<file path="src/rtl/tmr_pkg.sv">
package tmr_pkg;
  localparam int PRE_W = 2;

  typedef enum logic [1:0] {
    MODE_OFF  = 2'b00,
    MODE_MC   = 2'b01,
    MODE_TEST = 2'b10,
    MODE_PIN  = 2'b11
  } tmr_mode_e;

  // bit order is the register layout
  typedef struct packed {
    logic             word_ie;
    logic             byte_ie;
    logic             xrst_en;
    logic             byte_flag;
    logic [PRE_W-1:0] presc;
    tmr_mode_e        mode;
  } tmr_ctrl_t;
endpackage

</file>
<file path="src/rtl/tmr_edge_sync.sv">
module tmr_edge_sync #(
  parameter int STAGES = 2
) (
  input  logic clk_i,
  input  logic rst_ni,
  input  logic pin_i,
  output logic rise_o
);
  // STAGES sync flops plus one history flop
  logic [STAGES:0] sh_q;

  always_ff @(posedge clk_i or negedge rst_ni) begin
    if (!rst_ni) sh_q <= '0;
    else         sh_q <= {sh_q[STAGES-1:0], pin_i};
  end

  assign rise_o = sh_q[STAGES-1] & ~sh_q[STAGES];
endmodule

</file>
<file path="src/rtl/tmr_prescaler.sv">
module tmr_prescaler #(
  parameter int PRE_W = 2
) (
  input  logic             clk_i,
  input  logic             rst_ni,
  input  logic             src_tick_i,
  input  logic [PRE_W-1:0] div_sel_i,
  input  logic             clr_i,
  output logic             tick_o
);
  localparam int DIV_W = (1 << PRE_W) - 1;

  logic [DIV_W-1:0] pre_q;
  logic [DIV_W-1:0] mask;

  assign mask   = ~({DIV_W{1'b1}} << div_sel_i);
  assign tick_o = src_tick_i & (&(pre_q | ~mask));

  always_ff @(posedge clk_i or negedge rst_ni) begin
    if (!rst_ni)         pre_q <= '0;
    else if (clr_i)      pre_q <= '0;
    else if (src_tick_i) pre_q <= pre_q + 1'b1;
  end
endmodule

</file>
<file path="src/rtl/tmr_counter.sv">
module tmr_counter #(
  parameter int CNT_W = 16,
  parameter int LOW_W = 8
) (
  input  logic             clk_i,
  input  logic             rst_ni,
  input  logic             tick_i,
  input  logic             clr_i,
  output logic [CNT_W-1:0] count_o,
  output logic             low_wrap_o,
  output logic             full_wrap_o
);
  logic [CNT_W-1:0] cnt_q;

  always_ff @(posedge clk_i or negedge rst_ni) begin
    if (!rst_ni)     cnt_q <= '0;
    else if (clr_i)  cnt_q <= '0;
    else if (tick_i) cnt_q <= cnt_q + 1'b1;
  end

  assign count_o     = cnt_q;
  assign low_wrap_o  = tick_i & ~clr_i & (&cnt_q[LOW_W-1:0]);
  assign full_wrap_o = tick_i & ~clr_i & (&cnt_q);
endmodule

</file>
<file path="src/rtl/tmr_regs.sv">
module tmr_regs
  import tmr_pkg::*;
(
  input  logic      clk_i,
  input  logic      rst_ni,
  input  logic      we_i,
  input  logic      sel_i,
  input  logic [7:0] wdata_i,
  input  logic      byte_set_i,
  input  logic      word_set_i,
  output tmr_ctrl_t ctrl_o,
  output logic      word_flag_o,
  output logic [7:0] rdata_o
);
  tmr_ctrl_t ctrl_q, ctrl_d;
  logic      word_q, word_d;

  always_comb begin
    ctrl_d = ctrl_q;
    word_d = word_q;
    if (we_i && !sel_i) begin
      ctrl_d           = tmr_ctrl_t'(wdata_i);
      ctrl_d.byte_flag = ctrl_q.byte_flag & wdata_i[4];
    end
    if (we_i && sel_i) word_d = word_q & wdata_i[0];
    // set beats clear
    ctrl_d.byte_flag = ctrl_d.byte_flag | byte_set_i;
    word_d           = word_d | word_set_i;
  end

  always_ff @(posedge clk_i or negedge rst_ni) begin
    if (!rst_ni) begin
      ctrl_q <= '0;
      word_q <= 1'b0;
    end else begin
      ctrl_q <= ctrl_d;
      word_q <= word_d;
    end
  end

  assign ctrl_o      = ctrl_q;
  assign word_flag_o = word_q;
  assign rdata_o     = sel_i ? {7'b0, word_q} : ctrl_q;
endmodule

</file>
<file path="src/rtl/presc_timer16.sv">
module presc_timer16
  import tmr_pkg::*;
#(
  parameter int CNT_W       = 16,
  parameter int LOW_W       = 8,
  parameter int SYNC_STAGES = 2
) (
  input  logic             clk_i,
  input  logic             rst_ni,
  input  logic             mc_en_i,
  input  logic             cnt_pin_i,
  input  logic             rst_pin_i,
  input  logic             reg_we_i,
  input  logic             reg_sel_i,
  input  logic [7:0]       reg_wdata_i,
  output logic [7:0]       reg_rdata_o,
  output logic [CNT_W-1:0] count_o,
  output logic             byte_ovf_o,
  output logic             word_ovf_o,
  output logic             irq_o
);
  localparam int N_PINS = 2;

  tmr_ctrl_t   ctrl;
  tmr_mode_e   mode;
  logic [N_PINS-1:0] pins, rises;
  logic cnt_rise, rst_rise, src_tick, cnt_tick, ext_clr;
  logic low_wrap, full_wrap, word_flag;

  assign pins = {rst_pin_i, cnt_pin_i};

  for (genvar g = 0; g < N_PINS; g++) begin : g_sync
    tmr_edge_sync #(.STAGES(SYNC_STAGES)) i_sync (
      .clk_i (clk_i),
      .rst_ni(rst_ni),
      .pin_i (pins[g]),
      .rise_o(rises[g])
    );
  end

  assign cnt_rise = rises[0];
  assign rst_rise = rises[1];
  assign mode     = ctrl.mode;
  assign src_tick = ((mode == MODE_MC) & mc_en_i) | ((mode == MODE_PIN) & cnt_rise);
  assign ext_clr  = ctrl.xrst_en & rst_rise;

  tmr_prescaler #(.PRE_W(PRE_W)) i_pre (
    .clk_i     (clk_i),
    .rst_ni    (rst_ni),
    .src_tick_i(src_tick),
    .div_sel_i (ctrl.presc),
    .clr_i     (ext_clr),
    .tick_o    (cnt_tick)
  );

  tmr_counter #(.CNT_W(CNT_W), .LOW_W(LOW_W)) i_cnt (
    .clk_i      (clk_i),
    .rst_ni     (rst_ni),
    .tick_i     (cnt_tick),
    .clr_i      (ext_clr),
    .count_o    (count_o),
    .low_wrap_o (low_wrap),
    .full_wrap_o(full_wrap)
  );

  tmr_regs i_regs (
    .clk_i      (clk_i),
    .rst_ni     (rst_ni),
    .we_i       (reg_we_i),
    .sel_i      (reg_sel_i),
    .wdata_i    (reg_wdata_i),
    .byte_set_i (low_wrap),
    .word_set_i (full_wrap),
    .ctrl_o     (ctrl),
    .word_flag_o(word_flag),
    .rdata_o    (reg_rdata_o)
  );

  assign byte_ovf_o = ctrl.byte_flag;
  assign word_ovf_o = word_flag;
  assign irq_o      = (ctrl.byte_flag & ctrl.byte_ie) | (word_flag & ctrl.word_ie);
endmodule

</file>
<file path="config.mk">
export PLATFORM = sky130hd
export DESIGN_NAME = presc_timer16
export DESIGN_NICKNAME = d
export VERILOG_FILES = /design/src/rtl/tmr_pkg.sv /design/src/rtl/tmr_edge_sync.sv /design/src/rtl/tmr_prescaler.sv /design/src/rtl/tmr_counter.sv /design/src/rtl/tmr_regs.sv /design/src/rtl/presc_timer16.sv
export SDC_FILE = /design/constraint.sdc
export NUM_CORES = 1
export LEC_CHECK = 0
export BUFFER_PORTS_ARGS = -buffer_cell sky130_fd_sc_hd__buf_4
export CAP_MARGIN = 5
export CELL_PAD_IN_SITES_DETAIL_PLACEMENT = 0
export CELL_PAD_IN_SITES_GLOBAL_PLACEMENT = 1
export CORE_MARGIN = 4
export CORE_UTILIZATION = 36
export DETAILED_ROUTE_END_ITERATION = 7
export PLACE_DENSITY = 0.85
export SLEW_MARGIN = 20
export SYNTH_ARGS = -nofsm -noshare
export SYNTH_HDL_FRONTEND = slang
export SYNTH_SLANG_ARGS = --single-unit
</file>
<file path="constraint.sdc">
create_clock -name clk_i -period 1.87 [get_ports clk_i]
set_clock_uncertainty 0.15 [all_clocks]
set_input_delay 0.4675 -clock clk_i [delete_from_list [all_inputs] [get_ports clk_i]]
set_output_delay 0.4675 -clock clk_i [all_outputs]
set_load 0.005 [all_outputs]
</file>
## Yosys cells after proc, flatten, opt, wreduce, memory -nomap -nowiden

Index checks and enable logic that the tools add are counted.

| word-level totals | value |
|---|---|
| memory bits (read-only) | 0 |
| memories kept | 0 |
| memory bits (writable) | 0 |
| flip-flop bits (word level) | 34 |
| logic and storage cells | 54 |
| output and inout port bits | 27 |
| bits in latches | 0 |
| input bits | 15 |

| cells by class | value |
|---|---|
| bitwise logic cells | 23 |
| reduce and logical (&&, ||, !) cells | 8 |
| multipliers | 0 |
| div/mod/pow operators | 0 |
| shift-type cells | 1 |
| add/subtract/negate cells | 2 |
| mux-type cells | 7 |
| magnitude comparators | 0 |
| eq/ne operators | 2 |

Operators by type and width:

| kind | count |
|---|---|
| $mux 16 | 2 |
| $add 16x1->16 const B | 1 |
| $reduce_and 16->1 | 1 |
| $and 1x1->1 | 13 |
| $mux 8 | 1 |
| $reduce_and 8->1 | 1 |
| $mux 3 | 2 |
| $not 3->3 | 2 |
| $mux 5 | 1 |
| $or 1x1->1 | 4 |
| $reduce_bool 2->1 | 2 |
| $add 3x1->3 const B | 1 |
| $not 1->1 | 3 |
| $or 3x3->3 | 1 |
| $reduce_and 3->1 | 1 |
| $shl 3x2->3 const A | 1 |
| $eq 2x1->1 const B | 1 |
| $eq 2x2->1 const B | 1 |
| $logic_and 1x1->1 | 2 |
| $logic_not 1->1 | 1 |
| $mux 1 | 1 |

## Depth between registers and ports, before layout

Gate-level depths: netlist (run 1).

| depth | value |
|---|---|
| depth in word-level cells | 9 |
| gate-level depth with buffers | 6 |
| gate-level depth less buffers | 6 |

## Modules after synthesis

A second synthesis (run 1) with hierarchy kept.

| second synthesis, totals | value |
|---|---|
| cells, all modules | 152 |
| area total of the unflattened synthesis | 1,732.9 um^2 |

Modules (own cells, without submodules):

| module | area an instance (um^2) | instances | cells an instance |
|---|---|---|---|
| tmr_counter | 908.4 | 1 | 91 |
| tmr_regs | 460.4 | 1 | 33 |
| tmr_edge_sync | 88.8 | 2 | 4 |
| tmr_prescaler | 155.1 | 1 | 16 |
| presc_timer16 | 31.3 | 1 | 4 |

## Worst setup path before layout (run 1)

OpenSTA, ideal clock, no wires.

| timing path | value |
|---|---|
| path kind | register to register |
| start | reg i_regs.ctrl_q (netlist bit i_regs.ctrl_o[2]) |
| end | reg i_cnt.cnt_q[11], in the netlist i_cnt.count_o[11] |
| required time | 1.642 ns |
| stages on the path, launching flop included | 6 |
| setup slack | 0.082 ns |
| arrival | 1.561 ns |
| setup time | 0.078 ns |
| path buffers | 0 |
| period minus slack after synthesis | 1.788 ns |
| cell sequence | dfrtp_1 nor2b_4 o221ai_4 nand4_4 or4_1 a21oi_1 |

| on the way | value |
|---|---|
| longest elaborated chain between the ends | 7 |

RTL lines:

| item | line | text |
|---|---|---|
| start, declared | tmr_regs.sv:15 | `tmr_ctrl_t ctrl_q, ctrl_d;` |
| start signal, assigned | tmr_regs.sv:36 | `ctrl_q <= ctrl_d;` |
| $shl 3x2->3 | tmr_prescaler.sv:16 | `assign mask = ~({DIV_W{1'b1}} << div_sel_i);` |
| $not 3->3 | tmr_prescaler.sv:16 |  |
| $not 3->3 | tmr_prescaler.sv:17 | `assign tick_o = src_tick_i & (&(pre_q \| ~mask));` |
| $or 3x3->3 | tmr_prescaler.sv:17 |  |
| $reduce_and 3->1 | tmr_prescaler.sv:17 |  |
| $and 1x1->1 | tmr_prescaler.sv:17 |  |
| $reduce_bool 2->1 (no source line) | n/a |  |
| end signal, assigned | tmr_counter.sv:18 | `else if (tick_i) cnt_q <= cnt_q + 1'b1;` |
| end, declared | tmr_counter.sv:13 | `logic [CNT_W-1:0] cnt_q;` |

No other way between the ends.
A chain may end at the register's enable or synchronous reset.

## Worst setup path after layout (run 1)

Ends and elaborated chain as after synthesis.

==> flow_results.org, run 1 <==
** Global routing
- Global routing used roughly 14% of the available tracks.
- Met3 track utilization from global routing :: between 4 and 5%
- The number of global-route vias before repair was approximately 1200.
- Global routing met2 resource utilization :: approximately a fifth
- Final global-route overflow total :: 0
- GR peak layer :: met2
- Entering global routing, the biggest net connects 35 pins.
- The first global-routing pass estimated ~5700 µm of wire.
- Global routing met1 resource utilization :: roughly 17%
- Number of antenna violations at the first check in global routing :: 0

** Clocking
- The clock drives 34 sinks.
- Library cell used as clock root buffer :: sky130_fd_sc_hd__clkbuf_8
- Counting along the longest clock path gives a buffer depth of 2.
- TritonCTS built the clock tree.
- Cts bufs inserted :: 5
- After clock tree synthesis, the clock-pin slew on the worst setup and hold paths is 0.07 ns.
- Clock Latency Late Sink :: between 0.2 and 0.3 ns
- Deepest level of the CTS H-tree :: 2

** Detailed routing
- Remaining number of nets flagged by the antenna check after routing :: 0
- For this run, design rule violations remaining after detail routing come to 0.
- Via count normalized by instance count :: 5.03
- The first routing iteration left 43 violations.
- Total iterations of the first detailed-routing run :: 4
- Avg WL per Cell :: 13.9 µm
- Drt total wl :: between 3000 and 4000 µm
- Across all layers, the routed design uses between 1000 and 1500 vias.

** Setup path
- Worst R2R Path Depth :: 6
- Category of the worst setup path capture point :: flop
- The critical path is of the reg -> reg type.
- STA puts the critical path data required time at 1.93 ns.
- Setup slack on the worst reg-to-reg path comes out at approximately 0.025 ns.
- Capture instance of the worst register-to-register path :: i_cnt.count_o[11]$_DFFE_PN0P_
- In this run the worst path has a maximum fanout of 7.
- The worst register-to-register path begins at i_regs.ctrl_o[2]$_DFFE_PN0P_.
- Startpoint type of the worst setup path :: flop
- At the worst endpoint, the arrival time is 1.91 ns.

** Placed design
- Once placement finished, the instance area stood at just over 2000 µm².
- Port buffering added 41 buffers.
- Routability-driven placement finished with a final weighted congestion of between 0.8 and 0.9.
- HPWL after detailed placement :: between 2000 and 3000 µm

** Layout
- For this run, the post-layout net count is 230.
- Flip-flop and latch area :: about 850 µm²
- In the final layout, the multi-input gates occupy a little under 800 µm².
- Post-route core utilization :: approximately 52%
- Of the cells placed in the final design, the portion with a size suffix greater than 1 is around two fifths.
- From synthesis to final layout, the design area changed by 40.4%.
- Top library cells by usage in the layout, fill and taps aside :: 58 x sky130_fd_sc_hd__buf_4, 33 x sky130_fd_sc_hd__dfrtp_1, 12 x sky130_fd_sc_hd__nand3_1
- The library cell used most frequently in the layout, excluding fill and tap cells, is sky130_fd_sc_hd__buf_4.
- After routing the design area is about 2300 µm².
- The number of antenna diodes in the final layout is 0.
- Counting the fill cells in the layout gives 390.

** Min path
- Along the worst hold path, the cell count comes to 1.
- For hold timing, the worst endpoint is g_sync[1].i_sync.sh_q[0]$_DFF_PN0_.
- Worst hold start :: rst_pin_i
- The tightest min-delay check is of the in -> reg type.

** Logic synthesis
- Number of standard cells after synthesis :: ~150
- Library cells used by synthesis :: 34
- Synth top area cells :: sky130_fd_sc_hd__dfrtp_1 53%, sky130_fd_sc_hd__xor2_1 3.8%, sky130_fd_sc_hd__nand3_1 3.7%, sky130_fd_sc_hd__mux2_1 3.5%, sky130_fd_sc_hd__nor2b_1 3.1%
- In this run the biggest area consumer among cell types represents a little over half of the synthesized area.
- Counting flops with an async set or reset pin after synthesis yields a share of 100%.
- In the synthesized netlist the dominant register cell turns out to be sky130_fd_sc_hd__dfrtp_1.
- After synthesis the cells add up to 1620 µm².
- The Yosys step of the flow raised 0 warnings.
- Biggest area consumer among synthesized cells :: sky130_fd_sc_hd__dfrtp_1
- Number of enable-type register cells in the synthesized netlist :: 0
- Flop and latch count out of synthesis :: 34
- Each instance of the synthesized netlist takes up on average 10.7 µm².
- Net count of the mapped netlist :: ~170
- Portion of the post-synthesis area used by sequential elements :: about 53%

** Floorplan
- Floorplan Core Area :: between 4000 and 5000 µm²
- Die W :: around 75 µm
- The die is around 75 µm tall.
- Number of standard-cell rows in the floorplan :: 24
- Initial standard-cell utilization of the core :: 37.2%
- The die covers 5630 µm².
- Count of pins on the block boundary :: 42

** Timing
- Hold slack final :: ~0.13 ns
- Dividing the final minimum period by the clock period gives between 90% and 100%.
- Slew at the pin with the worst max-slew slack :: ~0.42 ns
- Measured against its own limit, the worst slew margin works out to 72.0%.
- Setup violations remaining at the end of the flow were counted as 0.
- TNS Setup :: 0 ns
- The final-report hold violation count came to 0.
- For this run, the top clock speed supported by timing is about 540 MHz.
- Setup repair after global routing could not meet its margin everywhere.
- The max-slew violation count is 0.
- Min Tclk post-route :: around 1.8 ns

** Run status
- The run finished with clean final reports.

** Power and ir drop
- Leakage :: ~1.0 nW
- Final Power :: roughly 2.0 mW
- Dividing total power by cell area gives a power density of between 800 and 900 nW/µm².
- IR analysis of the VDD net gives a maximum drop of 0.397 mV.

** Job
- Max Cap Viol :: 0
[worst max path at each step]
stage | from | endpoint | slack [ns]
after CTS | i_cnt.count_o[0]$_DFFE_PN0P_ | i_cnt.count_o[12]$_DFFE_PN0P_ | 0.004
after floorplan | i_regs.ctrl_o[2]$_DFFE_PN0P_ | i_cnt.count_o[11]$_DFFE_PN0P_ | 0.08
after global placement | mc_en_i | i_cnt.count_o[8]$_DFFE_PN0P_ | 0.07
final | i_regs.ctrl_o[2]$_DFFE_PN0P_ | i_cnt.count_o[11]$_DFFE_PN0P_ | 0.03
after global routing | i_regs.ctrl_o[2]$_DFFE_PN0P_ | i_cnt.count_o[11]$_DFFE_PN0P_ | -0.06
after detailed placement | i_regs.ctrl_o[2]$_DFFE_PN0P_ | i_cnt.count_o[12]$_DFFE_PN0P_ | -0.02
[cell families (layout without fill, tap and decap cells)]
kind of cell	Yosys count	count (layout)	synth area share (%)
AO/OA/AOI/OAI	24	24	9.82
multiplexers	8	8	5.57
flip-flops	34	34	52.6
buffers and inverters	8	71	1.93
XOR/XNOR	9	9	4.87
adder cells (fa/ha/maj)	2	2	1.55
AND/OR/NAND/NOR	66	66	23.7
[state kept, by name, summed over array words and instances, names as in the netlist]
| name | cells |
|---|---|
| g_sync.i_sync.sh_q | 6 |
| i_regs.ctrl_o | 8 |
| i_pre.pre_q | 3 |
| i_cnt.count_o | 16 |
| i_regs.word_flag_o | 1 |
[layer usage]
layer | share of wire (%) | wire length, µm
met5 | 0 | 0
met3 | 8.7 | 321
met2 | 46 | 1680
met1 | 44 | 1620
met4 | 1.7 | 64
[worst max-delay path, cell delays in order (launching register included)]
cell	delay, ns
sky130_fd_sc_hd__dfrtp_1	0.43
sky130_fd_sc_hd__nor2b_4	0.15
sky130_fd_sc_hd__o221ai_4	0.22
sky130_fd_sc_hd__buf_12	0.15
sky130_fd_sc_hd__nand4_4	0.12
sky130_fd_sc_hd__or4_4	0.43
sky130_fd_sc_hd__a21oi_2	0.12
[power breakdown]
| part | total [mW] | switching [mW] | leakage, nW | internal [mW] |
|---|---|---|---|---|
| registers | 0.908 | 0.0870 | 0.440 | 0.821 |
| logic | 0.512 | 0.215 | 0.558 | 0.297 |
| clock network | 0.561 | 0.264 | 0.0482 | 0.297 |
[stage by stage]
| step | instances | setup WS [ns] |
|---|---|---|
| CTS | 262 | 0.00384 |
| finish | 266 | 0.0252 |
| floorplan | 151 | 0.0816 |
| global route | 266 | -0.0596 |
| global placement | 252 | 0.0669 |
| detailed placement | 252 | -0.0235 |
[synthesized netlist by cell type, drive strengths merged (2+ instances only)]
| master | number |
|---|---|
| and3 | 3 |
| or3 | 5 |
| or4 | 3 |
| nand4 | 3 |
| dfrtp | 34 |
| clkbuf | 4 |
| ha | 2 |
| a21oi | 9 |
| xor2 | 7 |
| nand3b | 2 |
| o21ai | 8 |
| xnor2 | 2 |
| o31ai | 3 |
| nor2 | 12 |
| nand2 | 12 |
| nor2b | 9 |
| mux2 | 8 |
| nand3 | 12 |
| inv | 3 |
[final cells by class]
| type | instances | area share [%] |
|---|---|---|
| Clock inverter | 1 | 0.220 |
| Inverter | 3 | 0.496 |
| Timing Repair Buffer | 60 | 20.5 |
| Clock buffer | 7 | 3.80 |
| Sequential cell | 34 | 37.5 |
| Multi-Input combinational cell | 109 | 34.6 |
| Tap cell | 52 | 2.87 |
[repair_timing]
action | in CTS | in global routing
hold buffers | 1 | 0
pin swaps | 2 | 12
cloned | 0 | 0
setup endpoints to repair | 1 | 4
endpoints found under the hold margin | 34 | 0
gates resized for setup | 0 | 14
buffers inserted | 1 | 4
(Power assumes the default switching activity.)
==> run 2, diff against run 1 <==
--- a/config.mk
+++ b/config.mk
@@ -5,7 +5,7 @@
 export SDC_FILE = /design/constraint.sdc
 export NUM_CORES = 1
 export LEC_CHECK = 0
-export BUFFER_PORTS_ARGS = -buffer_cell sky130_fd_sc_hd__buf_4
+export BUFFER_PORTS_ARGS = -buffer_cell sky130_fd_sc_hd__buf_2
 export CAP_MARGIN = 5
 export CELL_PAD_IN_SITES_DETAIL_PLACEMENT = 0
 export CELL_PAD_IN_SITES_GLOBAL_PLACEMENT = 1
==> run 2 against run 1 <==
  * Utilization fell by 2.9 points
  * Routed wire length fell by 5.8%
  * Hold slack improved by 0.012 ns
  * Die area did not move
  * Critical path type unchanged
  * Critical endpoint is now i_cnt.count_o[13]$_DFFE_PN0P_
  * Largest power group unchanged
==> flow_results.org, run 2 (synthesized netlist as in run 1, its figures left out) <==
** Run status
- The run finished with clean final reports.

** Floorplan
- Count of pins on the block boundary :: 42
- Floorplan Core Area :: 4350 µm²
- The die is around 75 µm tall.
- Overall die area :: about 5600 µm²
- The die is 75.0 µm wide.
- Initial standard-cell utilization of the core :: 37.2%
- Row generation in the floorplan step produced 24 rows.

** Global routing
- Final global-route overflow total :: 0
- Global-route wire length before repair :: 5590 µm
- Maximum number of pins on one net before global-route repair :: 35
- The number of antenna violations at the first check in global routing is 0.
- The number of global-route vias before repair is about 1200.
- Global routing used a little over an eighth of the available tracks.

** Detailed routing
- DRC violation count after routing :: 0
- Number of vias after detailed routing :: 1312
- The count of nets left with antenna violations once routing finished came out at 0.
- The first detailed-routing pass ran for 4 iterations.
- Drt total wl :: around 3500 µm
- Drt first-iter violations :: 57
- In the routed layout, each cell is associated on average with a via count of 4.95.
- In the final routed layout, each cell accounts on average for between 10 and 15 µm.

** Min path
- The worst hold path belongs to the class in -> reg.

** Clocking
- The H-tree was split into 2 levels.
- For the worst-skew pair, the clock arrives at the later sink with an insertion delay of 0.28 ns.
- In this run the deepest clock path goes through 2 buffers.
- Buffers inserted during clock tree synthesis total 5.
- Clock Pin Slew Worst Setup and Hold Paths :: 0.07 ns
- Library cell used as clock root buffer :: sky130_fd_sc_hd__clkbuf_8
- CTS tree :: done
- TritonCTS sink count :: 34

** Timing
- Setup repair after global routing could not meet its margin everywhere.
- The worst pin sits at a relative slew slack of 79.6%.
- TNS Setup :: 0 ns
- Share of the clock period used by the worst path after layout :: about 100%
- The worst path meets setup with about 0.0026 ns of slack.
- The final-report hold violation count was 0.
- For the pin with the worst max-slew slack, the measured transition is around 0.31 ns.
- Total count of max-transition violations in the final report :: 0
- Fmax achieved :: about 540 MHz
- Setup violations remaining at the end of the flow were counted as 0.
- Min Tclk post-route :: roughly 1.9 ns

** Setup path
- Tracing the worst setup path back leads to its startpoint at i_regs.ctrl_o[2]$_DFFE_PN0P_.
- The worst setup path is captured at a flop.
- STA classifies the critical path startpoint as a flop.
- R2R Setup Slk :: around 0.0026 ns
- Arrival time at the worst endpoint :: 1.88 ns
- Crit Path Category :: reg -> reg
- The worst register-to-register path begins at i_regs.ctrl_o[2]$_DFFE_PN0P_.
- Crit path capture :: i_cnt.count_o[13]$_DFFE_PN0P_
- Data on the critical path is required at its endpoint by ~1.9 ns.
- The worst register-to-register path ends at i_cnt.count_o[13]$_DFFE_PN0P_.
- CP Max Fanout :: 5
- For the worst flop-to-flop path, the logic depth is 6.

** Placed design
- The congestion estimate from routability-driven global placement came to approximately 0.74.
- At the placement stage, the worst setup path has a slack of -0.0188 ns.
- Placed cell areas :: 1990 µm²
- After legalization and detailed placement, the total HPWL measured 2580 µm.
- Buffers placed on the I/O ports in this run total between 40 and 50.

** Layout
- Area added between synthesis and finish :: 32.6%
- Counting the fill cells in the layout gives about 410.
- Number of flip-flops under the largest register name :: 16
- Leaving out fill and tap cells, the most frequent cell in the layout is sky130_fd_sc_hd__buf_2.
- The number of antenna diodes in the final layout is 0.
- Share of cells above drive strength 1 :: a little under two fifths
- Final net count :: roughly 230
- Top library cells by usage in the layout, fill and taps aside :: 41 x sky130_fd_sc_hd__buf_2, 34 x sky130_fd_sc_hd__dfrtp_1, 16 x sky130_fd_sc_hd__buf_4
- Final std cell area, no fill :: 2150 µm²

** Power and ir drop
- Across the VDD grid, the largest voltage drop is a little over 0.6 mV.
- Summed over all cells, the static leakage comes to between 1 and 1.5 nW.
- Power density cells :: a little under 900 nW/µm²

** Job
- The tool flagged a number of max-cap violations equal to 0.
[run 2: stage by stage]
| step | cells | hold WS, ns | utilization (%) | total power, mW |
|---|---|---|---|---|
| floorplan | 151 | 0.0219 | - | 1.12 |
| global placement | 254 | 0.182 | 45.8 | 1.26 |
| detailed placement | 254 | 0.187 | 45.8 | 1.27 |
| CTS | 263 | 0.137 | 48.5 | 1.93 |
| global route | 265 | 0.140 | 49.3 | 2.02 |
| finish | 265 | 0.142 | 49.3 | 1.91 |
[run 2: critical path, stage by stage (launching register included)]
cell	delay, ns
sky130_fd_sc_hd__dfrtp_1	0.42
sky130_fd_sc_hd__nor2b_4	0.15
sky130_fd_sc_hd__o221ai_4	0.27
sky130_fd_sc_hd__nand4_4	0.16
sky130_fd_sc_hd__buf_4	0.17
sky130_fd_sc_hd__o31a_1	0.23
sky130_fd_sc_hd__o21a_1	0.19
[run 2: worst min path at each step]
stage | startpoint | endpoint | slack [ns] | depth (start not counted)
finish | rst_pin_i | g_sync[1].i_sync.sh_q[0]$_DFF_PN0_ | 0.14 | 1
global route | rst_pin_i | g_sync[1].i_sync.sh_q[0]$_DFF_PN0_ | 0.14 | 1
CTS | rst_pin_i | g_sync[1].i_sync.sh_q[0]$_DFF_PN0_ | 0.14 | 1
detailed placement | g_sync[1].i_sync.sh_q[0]$_DFF_PN0_ | g_sync[1].i_sync.sh_q[1]$_DFF_PN0_ | 0.19 | 0
global placement | g_sync[1].i_sync.sh_q[0]$_DFF_PN0_ | g_sync[1].i_sync.sh_q[1]$_DFF_PN0_ | 0.18 | 0
floorplan | rst_ni | g_sync[0].i_sync.sh_q[0]$_DFF_PN0_ | 0.02 | 0
[run 2: routing by layer]
layer | vias to the layer above | global-route usage (%) | share of wire (%)
li1 | 654 | - | -
met1 | 615 | 17.6 | 47
met2 | 41 | 20.3 | 45
met3 | 2 | 4.54 | 7.8
met4 | 0 | 2.77 | 0.29
met5 | - | 0 | 0
[run 2: power by group]
part | internal [mW] | total [mW] | switching, mW | leakage [nW]
sequential | 0.818 | 0.902 | 0.0833 | 0.441
clock | 0.392 | 0.654 | 0.262 | 0.0579
combinational | 0.179 | 0.355 | 0.176 | 0.538
total | 1.39 | 1.91 | 0.521 | 1.04
[run 2: what timing repair did]
| item | in CTS | in global routing |
|---|---|---|
| endpoints found under the setup margin | 2 | 7 |
| pin swaps | 2 | 6 |
| endpoints found under the hold margin | 34 | 0 |
| gates resized for setup | 0 | 5 |
| setup buffers | 0 | 2 |
| hold buffers | 1 | 0 |
[run 2: layout make-up]
class	count	area, µm²	area share [%]
clock buffer	5	68.8	3.21
clock inverter	3	40.0	1.87
inverter	3	11.3	0.525
multi-input combinational	109	754	35.2
sequential	34	851	39.7
tap	52	65.1	3.03
timing repair buffer	59	355	16.6
==> run 3, diff against run 2 <==
--- a/config.mk
+++ b/config.mk
@@ -9,9 +9,11 @@
 export CAP_MARGIN = 5
 export CELL_PAD_IN_SITES_DETAIL_PLACEMENT = 0
 export CELL_PAD_IN_SITES_GLOBAL_PLACEMENT = 1
+export CORE_ASPECT_RATIO = 2
 export CORE_MARGIN = 4
 export CORE_UTILIZATION = 36
 export DETAILED_ROUTE_END_ITERATION = 7
+export MAX_ROUTING_LAYER = met4
 export PLACE_DENSITY = 0.85
 export SLEW_MARGIN = 20
 export SYNTH_ARGS = -nofsm -noshare
==> constraint.sdc (replaced) <==
create_clock -name clk_i -period 1.7 [get_ports clk_i]
set_clock_uncertainty 0.15 [all_clocks]
set_input_delay 0.425 -clock clk_i [delete_from_list [all_inputs] [get_ports clk_i]]
set_output_delay 0.425 -clock clk_i [all_outputs]
set_load 0.005 [all_outputs]
==> run 3 against run 2 <==
  * The flow now finishes with violations (setup timing)
  * Hold slack lost 0.043 ns
  * Worst setup slack lost 0.081 ns
  * Combinational power grew 49%
  * Sequential power grew 8.0%
  * Non-clock buffer count grew 17
  * Total power grew 7.0%
==> flow_results.org, run 3 (synthesized netlist as in run 1, its figures left out) <==
** Power and ir drop
- Power density cells :: around 900 nW/µm²
- Overall power consumption after layout is estimated at ~2 mW.
- Net switching is about 28% of the power.
- Summed over all nets, the switching power comes to 568 µW.
- The internal power of the cells totals about 1.5 mW.
- Comb pwr share :: 25.9%
- Sequential group share of total power :: 47.6%
- The share of total power dissipated in the clock network is a little over a quarter.
- Leakage :: about 1.1 nW
- Maximum vdd ir drop :: 0.546 mV

** Layout
- Compared with the post-synthesis result, the final layout area differs by 40.1%.
- Share of cells above drive strength 1 :: 42.4%
- Filler cell count in the final layout :: 436
- Number of flip-flops under the largest register name :: 16
- 0 antenna diodes ended up in the layout.
- The net count of the finished layout is about 250.
- Leaving out fill and tap cells, the most frequent cell in the layout is sky130_fd_sc_hd__buf_2.
- The top cell types in the final layout, fill and taps aside, are 41 x sky130_fd_sc_hd__buf_2, 34 x sky130_fd_sc_hd__dfrtp_1, 32 x sky130_fd_sc_hd__buf_4.
- Cells fill ~52% of the core in the end.

** Clocking
- Deepest level of the CTS H-tree :: 2
- CTS tree :: done
- Clock-pin slew was measured on the worst setup and hold paths at 0.07 ns.
- TritonCTS created 5 clock buffers.
- The longest clock path from root to sink contains 2 buffers.
- The tree built by TritonCTS fans out to 34 sinks.
- Library cell used as clock root buffer :: sky130_fd_sc_hd__clkbuf_8
- Clock Latency Late Sink :: between 0.2 and 0.3 ns

** Setup path
- Data on the critical path arrives at its endpoint at 1.84 ns.
- Capture instance of the worst register-to-register path :: i_cnt.count_o[15]$_DFFE_PN0P_
- The startpoint identified for the worst register-to-register timing path is i_regs.ctrl_o[2]$_DFFE_PN0P_.
- Launch point of the critical path :: i_regs.ctrl_o[2]$_DFFE_PN0P_
- Category of the worst setup path capture point :: flop
- CP Max Fanout :: 7
- The signal on the critical path passes through nor2b_4, o221ai_4, nand4_4, or4_4, a21oi_2.
- The slowest stage of the critical path is the sky130_fd_sc_hd__or4_4 cell.
- R2R Setup Slk :: -0.08 ns
- Crit Path Category :: reg -> reg
- Delay of the slowest cell on the worst path :: approximately 0.45 ns
- Startpoint type of the worst setup path :: flop
- Worst R2R Path Depth :: 5
- For the worst setup path, the data required time is between 1.5 and 2 ns.

** Placed design
- At the end of routability-driven placement, the weighted congestion stood at slightly above 0.8.
- During placement, the flow inserted port buffers numbering a little over 40.
- Summed over all nets, the half-perimeter wirelength after detailed placement is between 2000 and 3000 µm.

** Run status
- The run finished, with violations left.
- The checks that failed: setup timing.

** Global routing
- The number of global-route vias before repair came to 1408.
- Number of antenna violations at the first check in global routing :: 0
- Entering global routing, the biggest net connects 21 pins.
- Global-route wire length before repair :: 6210 µm
- For this run, the total global-route usage over all layers was measured as between 10% and 20%.
- Met3 track utilization from global routing :: under 10%
- Global routing met2 resource utilization :: about 28%
- GR peak layer :: met2
- Global routing met1 resource utilization :: about an eighth
- Final global-route overflow total :: 0

** Min path
- Counting instances, the worst hold path has a depth of 1.
- The worst hold path begins at cnt_pin_i.
- The worst hold path terminates at g_sync[0].i_sync.sh_q[0]$_DFF_PN0_.
- The min-delay analysis places its worst path in the category in -> reg.

** Timing
- Measured against its own limit, the worst slew margin works out to between 70 and 80%.
- Setup violations remaining at the end of the flow were counted as 6.
- Derived from the worst setup path, the maximum achievable clock frequency is 562 MHz.
- After layout, the worst setup slack is -0.0781 ns.
- Share of the clock period used by the worst path after layout :: 105%
- Final hold violation count :: 0
- Hold slack final :: between 0.09 and 0.1 ns
- Setup repair after global routing could not meet its margin everywhere.
- The max-slew violation count is 0.
- TNS Setup :: -0.254 ns
- Slew at the pin with the worst max-slew slack :: 0.379 ns
- For the finished layout, the period the worst path requires is about 1.8 ns.

** Detailed routing
- Detailed routing inserted a total of between 1000 and 1500 vias.
- After detailed routing, the average wire length per cell comes to roughly 13 µm.
- Drt total wl :: approximately 3700 µm
- For this block, the initial DRC count from the detailed router was 27.
- The first detailed-routing pass ran for 4 iterations.
- Using the TritonRoute via totals, the vias-per-cell ratio works out to ~4.9.
- Once detail routing completed, the nets flagged for antenna violations numbered 0.
- DRC violation count after routing :: 0

** Floorplan
- From bottom edge to top edge, the die measures approximately 100 µm.
- Number of standard-cell rows in the floorplan :: 34
- The die covers 5700 µm².
- In this run the standard cell core region covers roughly 4300 µm².
- The floorplan step set the die width to about 55 µm.
- Once the floorplan was initialized, standard cells occupied 37.3% of the core.
- Count of pins on the block boundary :: between 40 and 50

** Job
- Max Cap Viol :: 0
## run 3: through the flow
stage               setup WS, ns  instances  cell area (µm²)
floorplan                -0.0487        151             1630
CTS                      -0.0511        280             2210
finish                   -0.0781        283             2270
global route              -0.140        283             2270
detailed placement       -0.0639        270             2100
global placement         -0.0418        270             2100
## run 3: worst max-delay path, delay by kind of cell (launching register included)
family / cells / cell delay [ns]
and+or+nand+nor: 3 / 0.78
DFF: 1 / 0.42
AOI/OAI and AO/OA: 2 / 0.36
## run 3: cell type report
type	count	area (µm²)	area share, %
clock buffers	7	76.3	3.37
multi-input cells	109	773	34.1
inverters	3	11.3	0.497
well taps	54	67.6	2.98
flip-flops and latches	34	851	37.5
repair buffers	76	487	21.5
## run 3: how the worst max path moves through the flow
stage / slack [ns] / to
floorplan: -0.05 / i_cnt.count_o[11]$_DFFE_PN0P_
global placement: -0.04 / i_regs.word_flag_o$_DFF_PN0_
detailed placement: -0.06 / i_regs.word_flag_o$_DFF_PN0_
CTS: -0.05 / i_cnt.count_o[11]$_DFFE_PN0P_
global route: -0.14 / i_cnt.count_o[12]$_DFFE_PN0P_
finish: -0.08 / i_cnt.count_o[15]$_DFFE_PN0P_
## run 3: what timing repair did
| item | 4_1_cts | 5_1_grt |
|---|---|---|
| buffers inserted | 2 | 3 |
| resized for setup | 3 | 8 |
| hold buffers | 1 | 0 |
| endpoints found under the hold margin | 14 | 0 |
| pin swaps | 1 | 8 |
| setup endpoints to repair | 8 | 12 |
## run 3: power groups by stage
stage | Combinational (mW) | Clock (mW) | Sequential (mW)
final | 0.529 | 0.541 | 0.974
after global placement | 0.493 | 0 | 0.986
after detailed placement | 0.500 | 0 | 0.989
after floorplan | 0.249 | 0 | 0.992
after CTS | 0.529 | 0.559 | 0.975
after global routing | 0.581 | 0.601 | 0.991
## run 3: layer usage
layer  routed length [µm]  up-vias
li1                     -      689
met5                    0        -
met3                  183        7
met4                   71        0
met1                 1360      667
met2                 2120       36
